[src/rtl/ohd_pkg.sv]
package ohd_pkg;

  // Selector width for an N-bit one-hot word, never below one bit.
  function automatic int addr_width(input int n);
    int w;
    w = 1;
    while ((1 << w) < n) w++;
    return w;
  endfunction

endpackage

[src/rtl/ohd_onehot_core.sv]
// Decoder for N >= 2. A code that is too large selects the top bit.
module ohd_onehot_core #(
  parameter int N  = 5,
  parameter int AW = ohd_pkg::addr_width(N)
) (
  input  logic [AW-1:0] sel,
  output logic [N-1:0]  word
);

  localparam int TOP = N - 1;

  always_comb begin
    word = '0;
    for (int i = 0; i < N; i++) begin
      if (int'(sel) == i) word[i] = 1'b1;
    end
    if (int'(sel) > TOP) word[TOP] = 1'b1;
  end

endmodule

[src/rtl/ohd_invert.sv]
// Bitwise inverse stage that drives the complementary select word.
module ohd_invert #(
  parameter int W = 5
) (
  input  logic [W-1:0] a,
  output logic [W-1:0] y
);

  assign y = ~a;

endmodule

[src/rtl/ohd_local_decoder.sv]
module ohd_local_decoder #(
  parameter  int N  = 5,
  localparam int AW = ohd_pkg::addr_width(N)
) (
  input  logic [AW-1:0] addr_i,
  output logic [N-1:0]  data_o,
  output logic [N-1:0]  data_n_o
);

  logic [N-1:0] word;

  generate
    if (N == 1) begin : g_wire
      // A single memory bit needs no decoding.
      assign word = addr_i[0];
    end else begin : g_decode
      ohd_onehot_core #(.N(N), .AW(AW)) u_core (
        .sel  (addr_i),
        .word (word)
      );
    end
  endgenerate

  ohd_invert #(.W(N)) u_inv (
    .a (word),
    .y (data_n_o)
  );

  assign data_o = word;

endmodule

[config.mk]
export PLATFORM = sky130hd
export DESIGN_NAME = ohd_local_decoder
export DESIGN_NICKNAME = d
export VERILOG_FILES = /design/src/rtl/ohd_pkg.sv /design/src/rtl/ohd_onehot_core.sv /design/src/rtl/ohd_invert.sv /design/src/rtl/ohd_local_decoder.sv
export SDC_FILE = /design/constraint.sdc
export NUM_CORES = 1
export LEC_CHECK = 0
export ABC_AREA = 1
export BUFFER_PORTS_ARGS = -buffer_cell sky130_fd_sc_hd__buf_2
export CORE_AREA = 2 2 39 41
export DETAILED_ROUTE_END_ITERATION = 8
export DIE_AREA = 0 0 41 43
export PLACE_DENSITY_LB_ADDON = 0.25
export SLEW_MARGIN = 0
export SYNTH_ARGS = -nofsm -noshare
export SYNTH_HDL_FRONTEND = slang
export SYNTH_SLANG_ARGS = --single-unit
[constraint.sdc]
create_clock -name vclk -period 0.8
set_input_delay 0.12 -clock vclk [all_inputs]
set_output_delay 0.12 -clock vclk [all_outputs]
set_load 0.1 [all_outputs]
Word level (Yosys, flattened, before mapping) --
Index checks and enable logic that the tools add are counted.
Word-level totals: flip-flop bits (word level) 0, input bits 3, logic and storage cells 13
Operators by class: order comparisons 1, eq/ne operators 4, multiplexer cells 6, bitwise gates (word level) 1, reduce and logical (&&, ||, !) cells 1
Operators with widths (number):
- equality test 3 bit, second input constant | 3
- two-way mux 1 bit | 6
- inverter 5 bit | 1
- equality test 3 x 2 -> 1 bit, second input constant | 1
- greater-than comparator 3 bit, second input constant | 1
- zero test 3 bit | 1

Logic depth before layout (Yosys ltp) --
depth after elaboration 4, mapped depth 3, depth with buffers taken out 3

By module --
From an unflattened synthesis, not the netlist that was laid out.
Unflattened totals: cells, all modules 15, area total of the unflattened synthesis 56.3 µm²
Modules (own cells, without submodules):
- ohd_onehot_core | instances 1, cells each 10, area an instance 37.5 µm²
- ohd_invert | instances 1, cells each 5, area an instance 18.8 µm²

Worst setup path before layout --
Ideal clock, no wire load.
kind in2out, from in addr_i[2], to out data_o[3], data arrival time 2.397 ns, setup slack -1.717 ns, stages 3, path buffers 0, cells stage by stage inv_2 > nand3_1 > inv_1
On the way: word-level cells in the longest chain between the ends 2
Ends and longest elaborated chain:
- start: declaration | line ohd_local_decoder.sv:5 | input logic [AW-1:0] addr_i,
- equality test 3 bit | line ohd_onehot_core.sv:15 | if (int'(sel) == i) word[i] = 1'b1;
- two-way mux 1 bit | line ohd_onehot_core.sv:15
- end: declaration | line ohd_local_decoder.sv:6 | output logic [N-1:0] data_o,
Every way passes these cells.

Worst setup path in the final report --
from in addr_i[1], to out data_o[3]
Same word-level chain as after synthesis.

==> impl_metrics.json <==
{
  "synth.area.mux_share_pct": 0,
  "power_frac_seq_pct": 0,
  "yosysSeqAreaShare_pct": 0,
  "path_class": "input pin to output pin",
  "startpoint": "addr_i[1]",
  "die_w_um": 41,
  "clkPwrFrac_pct": 0,
  "p_per_area_nw_per_um2": 833,
  "slew-limit-headroom_pct": 93.2,
  "syn-cell-area_um2": 57.6,
  "hold_class": "input pin to output pin",
  "yosys.area.top_type_share_pct": 34.8,
  "dp_cells": 48,
  "postCtsSetupBuffers": 0,
  "hold_viol_final": 0,
  "power_mw": 0.367,
  "io_buffers": 13,
  "switching_power_mw": 0.231,
  "crit_arrival_ps": 690,
  "endpoint_kind": "output pin",
  "final_cells": 48,
  "max-vdd-ir-drop_mv": 0.335,
  "drt-total-wl_um": 368,
  "postCtsHoldBufs": 0,
  "synth_area_leaders": "nand3_1, inv_1, nor2_1, nand2_1, clkbuf_1",
  "grt_pass1_vias": 159,
  "io-pin-count": 13,
  "final_max_slew_viol_count": 0,
  "required_ps": 680,
  "synth_top_family_by_area": "simple AND/OR/NAND/NOR gates",
  "ys_types": 6,
  "rows": 14,
  "path_buf_inv": 4,
  "die-area_um2": 1760,
  "seq_cells": 0,
  "gp_congestion": 0.570,
  "synth_top_area_cell": "nand3_1",
  "yosysWarnings": 0,
  "core_um2": 1380,
  "grt_use_total_pct": 4.90,
  "detail-route-antenna-nets": 0,
  "drt_pass1_iterations": 1,
  "fin_crit_ps": 807,
  "fmax_ghz": 1.24,
  "nets": 37,
  "grt_max_degree": 8,
  "worstHoldStart": "addr_i[1]",
  "area_delta_synth_final_pct": 665,
  "regArea_um2": 0,
  "post-route-drc-count": 0,
  "cp.depth": 5,
  "setup_viol": 1,
  "max_stage_delay_ps": 170,
  "synth_compound_area_share_pct": 0,
  "drt_iter0_drc": 0,
  "whs_path_depth": 5,
  "syn_inst": 14,
  "grt_pass1_wl_um": 641,
  "crit_path_top_delay_cell": "buf_12",
  "worstSetupStartpointType": "input pin",
  "grt_overflow_total": 0,
  "start_util_pct": 4.16,
  "synth-simple-area-share_pct": 67.4,
  "power.internal_mw": 0.136,
  "worstMarginPinSlew_ps": 101,
  "syn_avg_cell_area_um2": 4.11,
  "final_cell_mix": "buf_12, buf_4, nand3_2, nor2_4, buf_6",
  "final_core_util_pct": 31.8,
  "crit_family": "buffers and inverters",
  "p_comb_share_pct": 100.0,
  "worstPathCellList": "buf_8 -> buf_6 -> nand3_4 -> clkinvlp_4 -> buf_12",
  "fill_cells": 142,
  "drive_above_1_share_pct": 96.9,
  "diodes": 0,
  "wl_per_cell_um": 7.67,
  "antenna_found_initial": 0,
  "synth_xor_area_share_pct": 0,
  "fin_crit_sh_pct": 101,
  "synthAdderAreaFrac_pct": 0,
  "clock_buffers": 0,
  "placed_area_um2": 389,
  "violations": "setup timing",
  "hold_ws_ps": 620,
  "status": "complete, but fails checks",
  "die_h_um": 43,
  "p_leak_nw": 0.187,
  "setup_slack_ps": -7.16,
  "cap_violations": 0,
  "final_common_cell": "buf_12",
  "routed_via_density": 3.10,
  "worst-path-max-fanout": 3,
  "grt_setup_unrepaired": "true",
  "hpwl_um": 321,
  "fin_area_um2": 440,
  "synthesis.nets": 17,
  "routed-via-count": 149,
  "swShare_pct": 62.9
}
[metal layers]
metal	share of wire, %	vias to the layer above	track usage, %
met5	0	-	0
met4	0	0	0
met3	14	0	1.05
met2	39	13	6.56
met1	47	58	8.23
li1	-	78	-
[cell usage after synthesis]
master,count
inv_2,1
nand2_1,2
clkbuf_1,1
inv_1,3
nand3_1,4
nor2_1,3
[tightest hold or removal path: stages]
cell	delay [ps]
buf_8	80
inv_4	40
nand2_4	70
nor2_4	40
buf_12	150
[per-stage QoR]
step           setup slack, ps  setup TNS (ps)
2_1_floorplan             -331           -1700
3_3_place_gp              -128            -510
3_5_place_dp              -121            -499
4_1_cts                  -10.3           -10.3
5_1_grt                  -31.2           -62.8
6_report                 -7.16           -7.16
[power by group through the flow]
| stage | sequential [mW] | clock (mW) | combinational, mW |
|---|---|---|---|
| 6_report | 0 | 0 | 0.367 |
| 4_1_cts | 0 | 0 | 0.365 |
| 2_1_floorplan | 0 | 0 | 0.196 |
| 5_1_grt | 0 | 0 | 0.380 |
| 3_5_place_dp | 0 | 0 | 0.341 |
| 3_3_place_gp | 0 | 0 | 0.341 |
[cells by family (layout without fill, tap and decap cells)]
| family | count (synthesis) | in the layout |
|---|---|---|
| AND/OR/NAND/NOR | 9 | 9 |
| buffers and inverters | 5 | 23 |
[timing repair]
item / CTS / global route
pin swaps: 2 / 0
endpoints found under the hold margin: 0 / 0
setup endpoints to repair: 7 / 5
resized for setup: 13 / 2
[layout make-up]
cell class | instances | area (µm²) | area share, %
Timing Repair Buffer | 19 | 287 | 65.1
Multi-Input combinational cell | 9 | 96.3 | 21.9
Inverter | 4 | 37.5 | 8.52
Tap cell | 16 | 20.0 | 4.55
[final timing paths]
kind  slack (ps)        end
max           -7  data_o[3]
min          620  data_o[1]
Power figures use the tool's default switching activity.
